File: config.mk
export PLATFORM = sky130hd
export DESIGN_NAME = recip_quantizer
export DESIGN_NICKNAME = d
export VERILOG_FILES = /design/src/rtl/quant_pkg.sv /design/src/rtl/quant_ctrl.sv /design/src/rtl/quant_datapath.sv /design/src/rtl/recip_quantizer.sv
export SDC_FILE = /design/constraint.sdc
export NUM_CORES = 1
export LEC_CHECK = 0
export BUFFER_PORTS_ARGS = -buffer_cell sky130_fd_sc_hd__buf_2
export CAP_MARGIN = 30
export CORE_MARGIN = 3
export CORE_UTILIZATION = 64
export CTS_CLUSTER_DIAMETER = 100
export DETAILED_ROUTE_END_ITERATION = 12
export PLACE_DENSITY = 0.78
export SETUP_SLACK_MARGIN = 0.1
export SYNTH_ARGS = -nofsm -noshare
export SYNTH_HDL_FRONTEND = slang
export SYNTH_HIERARCHICAL = 1
export SYNTH_SLANG_ARGS = --single-unit
File: constraint.sdc
create_clock -name clk -period 6.18 [get_ports clk]
set_input_delay 1.236 -clock clk [delete_from_list [all_inputs] [get_ports clk]]
set_output_delay 1.236 -clock clk [all_outputs]
set_load 0.01 [all_outputs]
File: src/rtl/quant_pkg.sv
package quant_pkg;
  // Per-stage load enables handed from control to datapath
  typedef struct packed {
    logic s1En;
    logic s2aEn;
    logic s2bEn;
    logic s3En;
  } stage_en_t;
endpackage

File: src/rtl/quant_ctrl.sv
module quant_ctrl
  import quant_pkg::*;
#(
  parameter int STAGES = 4
) (
  input  logic      clk,
  input  logic      rstN,
  input  logic      inStrobe,
  output stage_en_t stageEn,
  output logic      outEn
);
  localparam int CNT_W = $clog2(STAGES + 1);

  logic [STAGES-1:0] validPipe;

  always_ff @(posedge clk) begin
    if (!rstN) validPipe <= '0;
    else       validPipe <= {validPipe[STAGES-2:0], inStrobe};
  end

  always_comb begin
    stageEn.s1En  = inStrobe;
    stageEn.s2aEn = validPipe[0];
    stageEn.s2bEn = validPipe[1];
    stageEn.s3En  = validPipe[2];
  end

  assign outEn = validPipe[STAGES-1];

  // Edges since reset release, saturating, for the latency check
  logic [CNT_W-1:0] sinceRst;
  always_ff @(posedge clk) begin
    if (!rstN) sinceRst <= '0;
    else if (sinceRst != CNT_W'(STAGES)) sinceRst <= sinceRst + 1'b1;
  end

  // enable trails the strobe by four edges
  assert_latency_R2: assert property (@(posedge clk) disable iff (!rstN)
    (sinceRst == CNT_W'(STAGES)) |-> (outEn == $past(inStrobe, 4)));

  // first cycle out of reset carries no enable
  assert_reset_quiet_R1: assert property (@(posedge clk)
    !rstN |=> !outEn);
endmodule

File: src/rtl/quant_datapath.sv
module quant_datapath
  import quant_pkg::*;
#(
  parameter int COEF_W    = 11,
  parameter int RECIP_W   = 16,
  parameter int FRAC_W    = 15,
  parameter bit SPLIT_MUL = 1'b1
) (
  input  logic              clk,
  input  logic              rstN,
  input  stage_en_t         stageEn,
  input  logic [COEF_W-1:0] coefIn,
  input  logic [RECIP_W-1:0] recipIn,
  output logic [COEF_W-1:0] qOut
);
  localparam int PROD_W  = COEF_W + RECIP_W;
  localparam int LO_W    = RECIP_W / 2;
  localparam int HI_W    = RECIP_W - LO_W;
  localparam int RND_W   = PROD_W - FRAC_W + 1;
  localparam int MAX_MAG = 2 ** (COEF_W - 1) - 1;

  // Stage 1: sign, magnitude, reciprocal capture
  logic               signS1;
  logic [COEF_W-1:0]  absS1;
  logic [RECIP_W-1:0] recipS1;

  always_ff @(posedge clk) begin
    if (!rstN) begin
      signS1  <= 1'b0;
      absS1   <= '0;
      recipS1 <= '0;
    end else if (stageEn.s1En) begin
      signS1  <= coefIn[COEF_W-1];
      absS1   <= coefIn[COEF_W-1] ? (~coefIn + 1'b1) : coefIn;
      recipS1 <= recipIn;
    end
  end

  // Stage 2a: multiply (split or wide), Stage 2b: full product
  logic              signS2;
  logic [PROD_W-1:0] sumNext;

  always_ff @(posedge clk) begin
    if (!rstN)              signS2 <= 1'b0;
    else if (stageEn.s2aEn) signS2 <= signS1;
  end

  generate
    if (SPLIT_MUL) begin : gSplit
      logic [COEF_W+HI_W-1:0] hiS2;
      logic [COEF_W+LO_W-1:0] loS2;
      always_ff @(posedge clk) begin
        if (!rstN) begin
          hiS2 <= '0;
          loS2 <= '0;
        end else if (stageEn.s2aEn) begin
          hiS2 <= {{HI_W{1'b0}}, absS1} * {{COEF_W{1'b0}}, recipS1[RECIP_W-1:LO_W]};
          loS2 <= {{LO_W{1'b0}}, absS1} * {{COEF_W{1'b0}}, recipS1[LO_W-1:0]};
        end
      end
      assign sumNext = {hiS2, {LO_W{1'b0}}} + {{HI_W{1'b0}}, loS2};
    end else begin : gWide
      logic [PROD_W-1:0] wideS2;
      always_ff @(posedge clk) begin
        if (!rstN)              wideS2 <= '0;
        else if (stageEn.s2aEn) wideS2 <= {{RECIP_W{1'b0}}, absS1} * {{COEF_W{1'b0}}, recipS1};
      end
      assign sumNext = wideS2;
    end
  endgenerate

  logic              signS3;
  logic [PROD_W-1:0] prodS3;

  always_ff @(posedge clk) begin
    if (!rstN) begin
      signS3 <= 1'b0;
      prodS3 <= '0;
    end else if (stageEn.s2bEn) begin
      signS3 <= signS2;
      prodS3 <= sumNext;
    end
  end

  // Stage 3: round, saturate, restore sign
  logic [RND_W-1:0]  roundMag;
  logic [COEF_W-1:0] satMag;
  logic [COEF_W-1:0] qNext;

  always_comb begin
    roundMag = {1'b0, prodS3[PROD_W-1:FRAC_W]} + {{(RND_W-1){1'b0}}, prodS3[FRAC_W-1]};
    satMag   = (roundMag > RND_W'(MAX_MAG)) ? COEF_W'(MAX_MAG) : roundMag[COEF_W-1:0];
    qNext    = signS3 ? (~satMag + 1'b1) : satMag;
  end

  always_ff @(posedge clk) begin
    if (!rstN)             qOut <= '0;
    else if (stageEn.s3En) qOut <= qNext;
  end

  // no stage-3 load, no change at the output
  assert_hold_R6: assert property (@(posedge clk) disable iff (!rstN)
    !stageEn.s3En |=> $stable(qOut));

  // most negative code is never produced
  assert_no_overflow_R4: assert property (@(posedge clk) disable iff (!rstN)
    stageEn.s3En |=> (qOut != {1'b1, {(COEF_W-1){1'b0}}}));

  // zero product gives zero output regardless of sign
  assert_zero_out_R5: assert property (@(posedge clk) disable iff (!rstN)
    (stageEn.s3En && prodS3 == '0) |=> (qOut == '0));

  // positive samples never come out negative
  assert_sign_R3: assert property (@(posedge clk) disable iff (!rstN)
    (stageEn.s3En && !signS3) |=> !qOut[COEF_W-1]);
endmodule

File: src/rtl/recip_quantizer.sv
module recip_quantizer
  import quant_pkg::*;
#(
  parameter int COEF_W    = 11,
  parameter int RECIP_W   = 16,
  parameter int FRAC_W    = 15,
  parameter bit SPLIT_MUL = 1'b1
) (
  input  logic               clk,
  input  logic               rstN,
  input  logic               inStrobe,
  input  logic [COEF_W-1:0]  coefIn,
  input  logic [RECIP_W-1:0] recipIn,
  output logic               outEn,
  output logic [COEF_W-1:0]  qOut
);
  localparam int STAGES = 4;

  stage_en_t stageEn;

  quant_ctrl #(.STAGES(STAGES)) uCtrl (
    .clk     (clk),
    .rstN    (rstN),
    .inStrobe(inStrobe),
    .stageEn (stageEn),
    .outEn   (outEn)
  );

  quant_datapath #(
    .COEF_W   (COEF_W),
    .RECIP_W  (RECIP_W),
    .FRAC_W   (FRAC_W),
    .SPLIT_MUL(SPLIT_MUL)
  ) uData (
    .clk    (clk),
    .rstN   (rstN),
    .stageEn(stageEn),
    .coefIn (coefIn),
    .recipIn(recipIn),
    .qOut   (qOut)
  );
endmodule

=== After elaboration in Yosys (flattened, before gate mapping) ===
Index checks and enable logic that the tools add are counted.
W data, S select, Z words.

* Output and inout port bits: 12
* Logic and storage cells: 22
* Input bits: 30
* Bits in registers: 110

* $add $sub $neg: 4
* $mul: 2
* $lt $le $gt $ge: 1
* Mux-type cells: 3
* Bitwise logic cells: 2

{| class="wikitable"
|+ Operators with widths
! kind !! number
|-
| $mul A11 B8 Y19 || 2
|-
| $mux W11 || 3
|-
| $add A27 B19 Y27 || 1
|-
| $add A11 B1 Y11 const B || 2
|-
| $not A11 Y11 || 2
|-
| $add A12 B1 Y13 || 1
|-
| $gt A13 B10 Y1 const B || 1
|}

=== Longest topological paths before layout ===
Gate-level depths: netlist of the first run.

* Depth after elaboration: 6
* Mapped depth: 18
* Gate-level depth less buffers: 17

=== Modules after synthesis ===
The synthesis of the first run kept the hierarchy.

{| class="wikitable"
|+ By module, submodules not included
! module !! cells an instance !! area each (um2) !! instances
|-
| quant_datapath || 1115 || 9643.0 || 1
|-
| quant_ctrl || 9 || 112.6 || 1
|}

=== Least setup slack after synthesis of the first run ===
Ideal clock, no wire load.

* Path kind: register to register
* From: reg uData.absS1[6]
* To: reg uData.gSplit.hiS2[18]
* Required time: 6094 ps
* Arrival: 4562 ps
* Path slack: 1533 ps
* Cell stages (with the launch flop): 19
* Path through: dfxtp_1 -> clkbuf_1 -> and2_1 -> fa_1 -> inv_1 -> fa_1 -> inv_1 -> fa_1 -> inv_1 -> fa_1 -> inv_1 -> ha_1 -> a21o_1 -> a31o_2 -> a21oi_1 -> a21boi_0 -> a311oi_1 -> a211oi_1 -> a211oi_1

* Longest elaborated chain between the ends: 1

{| class="wikitable"
|+ RTL lines
! what !! RTL line !! source
|-
| start, declared || quant_datapath.sv:24 || <nowiki>logic [COEF_W-1:0] absS1;</nowiki>
|-
| start signal, assigned || quant_datapath.sv:34 || <nowiki>absS1 <= coefIn[COEF_W-1] ? (~coefIn + 1'b1) : coefIn;</nowiki>
|-
| $mul A11 B8 Y19 || quant_datapath.sv:57 || <nowiki>hiS2 <= {{HI_W{1'b0}}, absS1} * {{COEF_W{1'b0}}, recipS1[RECIP_W-1:LO_W]};</nowiki>
|-
| end signal, assigned || quant_datapath.sv:57 ||
|-
| end, declared || quant_datapath.sv:50 || <nowiki>logic [COEF_W+HI_W-1:0] hiS2;</nowiki>
|}

No other way between the ends.
A chain may end at the register's enable or synchronous reset.

=== Final worst setup path of the first run ===
* From: reg uData.absS1[3]
* To: reg uData.gSplit.loS2[17]

* Longest elaborated chain between the ends: 1

{| class="wikitable"
|+ RTL lines
! what !! RTL line !! source
|-
| $mul A11 B8 Y19 || quant_datapath.sv:58 || <nowiki>loS2 <= {{LO_W{1'b0}}, absS1} * {{COEF_W{1'b0}}, recipS1[LO_W-1:0]};</nowiki>
|-
| end signal, assigned || quant_datapath.sv:58 ||
|-
| end, declared || quant_datapath.sv:51 || <nowiki>logic [COEF_W+LO_W-1:0] loS2;</nowiki>
|}

No other way between the ends.

==> results.json, run 1 <==
{
  "outcome": "finished clean",
  "ir_drop_v": 0.0001198,
  "min_period_ps": 5116,
  "max_cap_viol_count": 0,
  "post_cts.repair.setup_buffers": 0,
  "r2r_slack_ps": 1060,
  "start_util": 0.6637,
  "grt-ovfl-total": 0,
  "synth.cell_area_um2": 9756,
  "dp_hpwl_um": 16300,
  "cp_num_cells": 14,
  "synth_fp_nets": 1350,
  "dp_cells": 1299,
  "dieArea_um2": 16760,
  "htreeDepth": 3,
  "grt_usage": 0.2613,
  "dr.pass1.iters": 5,
  "ios": 42,
  "synthToLayoutAreaGrowth_pct": 5.387,
  "clk_pin_slew_ps": 70,
  "worstSetupPathType": "flip-flop to flip-flop",
  "synthesis.instances": 1124,
  "nNetsFinal": 1352,
  "die_w_um": 129.5,
  "maxSlewHeadroom": 0.3744,
  "wl_per_cell_um": 15.98,
  "insertion_delay_ps": 350,
  "worst_slew_pin_slew_ps": 938.3,
  "synth_area_leaders": "fa_1, dfxtp_1, ha_1, and2_1, inv_1",
  "antenna_cells": 0,
  "start_kind": "flip-flop",
  "finalHoldViolCount": 0,
  "ant_nets": 0,
  "crit_top_cell": "fa_1",
  "crit_slowest_cell": "dfxtp_1",
  "ys_top_cells_by_count": "and2_1, inv_1, fa_1",
  "port-buffer-count": 41,
  "postLayoutCoreUtil": 0.6994,
  "worstPathArrival_ps": 5340,
  "fmax_mhz": 195.5,
  "antenna_found_initial": 1,
  "synth_top_cell_area_share": 0.2196,
  "cts_tree": "done",
  "place_area_um2": 9993,
  "seq_area_frac_synth": 0.1806,
  "grt_max_degree": 65,
  "postCtsHoldBufs": 0,
  "cts_sinks": 88,
  "drv_slew": 0,
  "post_cts_resized": 0,
  "p_leak_nw": 5.141,
  "row_count": 44,
  "p_per_area_nw_per_um2": 150.8,
  "ff2ff_path_depth": 14,
  "rsz0062_at_grt": "false",
  "synth-edff-count": 0,
  "gp_congestion": 0.8856,
  "synth_ff_type": "dfxtp_1",
  "tns_ps": 0,
  "cts-root-buf": "clkbuf_16",
  "endpoint_kind": "flip-flop",
  "crit_path_max_fanout": 17,
  "fill_cells": 1175,
  "setup_viol": 0,
  "crit_family": "adder cells",
  "grt_pass1_vias": 7287,
  "synth_area_per_cell_um2": 8.679,
  "totalWireLength_um": 21020,
  "hold_depth": 2,
  "grt_pass1_wl_um": 35230,
  "drive_gt1_frac": 0.06720,
  "synth-async-reset-ratio": 0,
  "cts_buffer_depth": 2,
  "required_ps": 6400,
  "drc": 0,
  "min_path_type": "flip-flop to flip-flop",
  "initialDrtViolationCount": 484,
  "cp_num_buf_inv": 1,
  "finClkSkew_ps": 9.325,
  "cts_made_buffers": 9,
  "critical-path-max-stage-delay_ps": 670,
  "viasPerCell": 5.724,
  "post-route-period-util": 0.8278,
  "ys_ff_latch": 88,
  "route.vias.total": 7527,
  "die_height_um": 129.5,
  "synth_top_area_cell": "fa_1",
  "yosysWarningCount": 6,
  "synth_cell_types": 70,
  "crit_chain": "nand2_1 -> fa_1 -> fa_1 -> inv_1 -> fa_1 -> fa_1 -> ha_1 -> a21o_1 -> a21o_1 -> a21oi_1 -> a31oi_1 -> a221oi_1 -> xor2_1 -> o21ai_0",
  "final_cells": 1315,
  "finalInstanceArea_um2": 10280,
  "core_um2": 14700
}
==> metal layers <==
layer	routed length, um	global-route usage	vias up
met5	0	0	-
met4	346	0.07090	0
met3	955	0.03380	20
met2	9886	0.4226	181
met1	9826	0.3730	3658
li1	-	-	3668
==> cell type report <==
cell class              instances  area (um2)  share of cell area
clock buffers                   9       225.2             0.02191
multi-input cells             831        7199              0.7003
inverters                     151       566.8             0.05513
repair buffers                 45       235.2             0.02288
clock inverters                 7       62.56            0.006085
flip-flops and latches         88        1762              0.1714
well taps                     184       230.2             0.02239
==> through the flow <==
step / power (mW) / setup slack [ps] / hold slack (ps)
global route: 1.642 / 754.4 / 490.3
global placement: 1.013 / 1190 / 445.2
finish: 1.551 / 1064 / 467.8
detailed placement: 1.021 / 1067 / 458.1
CTS: 1.565 / 1066 / 471.4
floorplan: 0.9163 / 1533 / 429.1
==> cell usage in the layout (no fill, tap or decap), types with 23 or more instances in the layout <==
cell       n
mux2i_1   38
and2_1   149
dfxtp_1   88
buf_2     41
a21oi_1   38
o21ai_0   31
nand2_1   70
inv_1    149
fa_1     107
ha_1      89
xor2_1    23
nor2_1    84
==> tightest hold or removal path, stage by stage, from the launching register on <==
cell and delay [ps]:
dfxtp_1 310, nand2b_1 60, a21oi_1 60
==> where the power goes <==
group | total, mW | internal [mW] | leakage [nW] | switching, mW
logic | 0.363 | 0.152 | 4.29 | 0.212
registers | 0.649 | 0.593 | 0.718 | 0.0564
clock network | 0.538 | 0.281 | 0.132 | 0.257
total | 1.55 | 1.03 | 5.14 | 0.525
==> registers in the layout, summed over array words and instances, names as in the netlist <==
name / cells
uCtrl/validPipe: 4
uData/absS1: 11
uData/gSplit.hiS2: 19
uData/gSplit.loS2: 11
uData/prodS3: 13
uData/qOut: 11
uData/recipS1: 16
uData/signS1: 1
uData/signS2: 1
uData/signS3: 1
==> logic make-up (layout without fill, tap and decap cells) <==
kind of cell / after synthesis / count (layout) / share of synthesized area
and+or+nand+nor: 388 / 388 / 0.2111
buffers and inverters: 205 / 212 / 0.08144
adders and majority gates: 196 / 196 / 0.3337
AOI/OAI and AO/OA: 167 / 167 / 0.1157
DFF: 88 / 88 / 0.1806
xor gates and xnor gates: 40 / 40 / 0.03591
muxes: 40 / 40 / 0.04155
==> path summary, 6_finish.rpt <==
| kind | start | end |
|---|---|---|
| max | uData/absS1[3] | uData/gSplit.loS2[17] |
| min reg2reg | uData/qOut[7] | uData/qOut[7] |
| min | uData/qOut[7] | uData/qOut[7] |
| max reg2reg | uData/absS1[3] | uData/gSplit.loS2[17] |
Note: power is estimated with default switching activity, not from simulation.
==> inputs of run 2 (changes only) <==
Settings changed: CORE_UTILIZATION 64 to 58, PLACE_DENSITY 0.78 to 0.75.
Clock period 6.18 ns to 4.27 ns, I/O delays scaled along.
==> run 2 against run 1 <==
Effect of this change:
- the run now ends with negative setup slack left
- die area grew 9.8%
- combinational power grew 110%
- flip-flop and latch count stayed put
- wire length is 21% higher
- critical path type unchanged
==> results.json, run 2 (synthesis gave the netlist of run 1 again) <==
{
  "outcome": "finished with violations",
  "violations": "negative setup slack",
  "largestRegisters": "uData/gSplit.hiS2 x19, uData/recipS1 x16, uData/prodS3 x13",
  "insertion_delay_ps": 360,
  "dr.pass1.iters": 6,
  "core_um2": 16170,
  "min_path_type": "flip-flop to flip-flop",
  "crit_path_max_fanout": 5,
  "r2r_end": "uData/gSplit.loS2[17]",
  "cp_num_buf_inv": 3,
  "required_ps": 4490,
  "cts_sinks": 88,
  "rsz0062_at_grt": "true",
  "htreeDepth": 3,
  "r2r_slack_ps": -100,
  "p_leak_nw": 5.852,
  "cts-root-buf": "clkbuf_16",
  "grt_max_degree": 46,
  "setup_viol": 11,
  "start_kind": "flip-flop",
  "grt_pass1_vias": 8368,
  "cp_num_cells": 16,
  "drc": 0,
  "largest_reg_flops": 19,
  "initialDrtViolationCount": 570,
  "largest-register": "uData/gSplit.hiS2",
  "totalWireLength_um": 25440,
  "p_per_area_nw_per_um2": 217.5,
  "cts_buffer_depth": 2,
  "gp_congestion": 0.8794,
  "crit_start": "uData/absS1[2]",
  "port-buffer-count": 41,
  "cts_tree": "done",
  "dp_cells": 1409,
  "grt_pass1_wl_um": 40900,
  "ant_nets": 0,
  "start_util": 0.6032,
  "final_common_cell": "and2_1",
  "post-route-period-util": 1.024,
  "drv_slew": 0,
  "max_cap_viol_count": 0,
  "dp_hpwl_um": 17670,
  "finClkSkew_ps": 9.858,
  "maxSlewHeadroom": 0.3163,
  "grt-ovfl-total": 0,
  "timing.rr.start": "uData/absS1[2]",
  "crit_chain": "buf_6 -> nand2_2 -> fa_1 -> fa_1 -> inv_1 -> fa_1 -> fa_1 -> ha_4 -> a21o_1 -> a21o_1 -> a21oi_4 -> buf_12 -> a31oi_4 -> a221oi_2 -> xor2_1 -> o21ai_1",
  "grt_usage": 0.2794,
  "critPathCapture": "uData/gSplit.loS2[17]",
  "fmax_mhz": 228.6,
  "setup_ws_ps": -103.6,
  "row_count": 46,
  "endpoint_kind": "flip-flop",
  "worstPathArrival_ps": 4600,
  "ir_drop_v": 0.0002073,
  "die_w_um": 135.7,
  "viasPerCell": 5.688,
  "min_period_ps": 4374,
  "drive_gt1_frac": 0.2470,
  "wl_per_cell_um": 17.34,
  "nNetsFinal": 1472,
  "worst_slew_pin_slew_ps": 1026,
  "clk_pin_slew_ps": 70,
  "antenna_cells": 0,
  "cts_made_buffers": 9,
  "ff2ff_path_depth": 16,
  "crit_family": "adder cells",
  "final_cells": 1467,
  "ios": 42,
  "synthToLayoutAreaGrowth_pct": 22.19,
  "crit_top_cell": "fa_1",
  "layout_common_cells": "and2_1, inv_1, buf_4",
  "critical-path-max-stage-delay_ps": 560,
  "dieArea_um2": 18410,
  "route.vias.total": 8345,
  "antenna_found_initial": 0,
  "crit_slowest_cell": "fa_1",
  "worstSetupPathType": "flip-flop to flip-flop",
  "dp_slack_ps": -293.5,
  "die_height_um": 135.7,
  "postCtsHoldBufs": 0,
  "finalHoldViolCount": 0
}
run 2: changes by cell type in the layout (fill, tap and decap cells not counted), moves of 13 or more:
cell / previous run / this run
buf_4: 4 / 105
inv_1: 149 / 136
buf_6: 0 / 13
dfxtp_1: 88 / 65
inv_2: 1 / 14
ha_1: 89 / 75
dfxtp_4: 0 / 18
ha_4: 0 / 13
run 2: per-stage QoR:
step / utilization / TNS [ps] / cell area, um2 / power [mW] / hold slack, ps
after global placement: 0.6679 / -1157 / 10800 / 1.569 / 450.6
after floorplan: - / 0 / 10030 / 1.373 / 429.1
after CTS: 0.7241 / -295.6 / 11710 / 2.566 / 470.9
after detailed placement: 0.6679 / -2443 / 10800 / 1.588 / 457.1
after global routing: 0.7370 / -2410 / 11920 / 2.723 / 493.3
final: 0.7370 / -639.7 / 11920 / 2.593 / 469.3
run 2: final cells by class:
| class | count | area (um2) |
|---|---|---|
| clock buffer | 9 | 225.2 |
| clock inverter | 7 | 101.3 |
| fill | 1182 | 4253 |
| inverter | 151 | 566.8 |
| multi-input combinational | 831 | 7686 |
| sequential | 88 | 1836 |
| tap | 216 | 270.3 |
| timing repair buffer | 165 | 1235 |
run 2: layer usage:
layer,share of wire,up-vias,track usage,routed length (um)
met2,0.50,304,0.4773,12620
li1,-,3917,-,-
met4,0.022,0,0.08063,570
met3,0.068,55,0.05535,1731
met1,0.41,4069,0.3607,10520
met5,0,-,0,0
run 2: worst register-to-register path, delay by kind of cell (launching register included):
family                   cells  cell delay (ps)
adder cells (fa/ha/maj)      5             2250
AO/OA/AOI/OAI                6             1020
buffers and inverters        3              330
AND/OR/NAND/NOR              1               70
XOR/XNOR                     1              180
flip-flops                   1              380
run 2: how the worst min path moves through the flow:
stage                     startpoint                     to  slack, ps  cells past startpoint
5_1_grt        uData/gSplit.loS2[12]  uData/gSplit.loS2[12]        490                      2
6_report               uData/qOut[7]          uData/qOut[7]        470                      2
3_3_place_gp    uData/gSplit.loS2[9]   uData/gSplit.loS2[9]        450                      2
4_1_cts        uData/gSplit.loS2[12]  uData/gSplit.loS2[12]        470                      2
3_5_place_dp    uData/gSplit.loS2[9]   uData/gSplit.loS2[9]        460                      2
2_1_floorplan  uData/gSplit.loS2[12]  uData/gSplit.loS2[12]        430                      2
run 2: timing repair:
item	4_1_cts	5_1_grt
pin swaps	71	39
setup buffers	34	9
hold endpoints to repair	0	0
endpoints found under the setup margin	19	21
resized for setup	111	39
run 2: power by group:
group / internal, mW / switching, mW / total, mW
registers: 0.857 / 0.0743 / 0.931
clock network: 0.521 / 0.383 / 0.904
logic: 0.361 / 0.397 / 0.758
total: 1.74 / 0.854 / 2.59
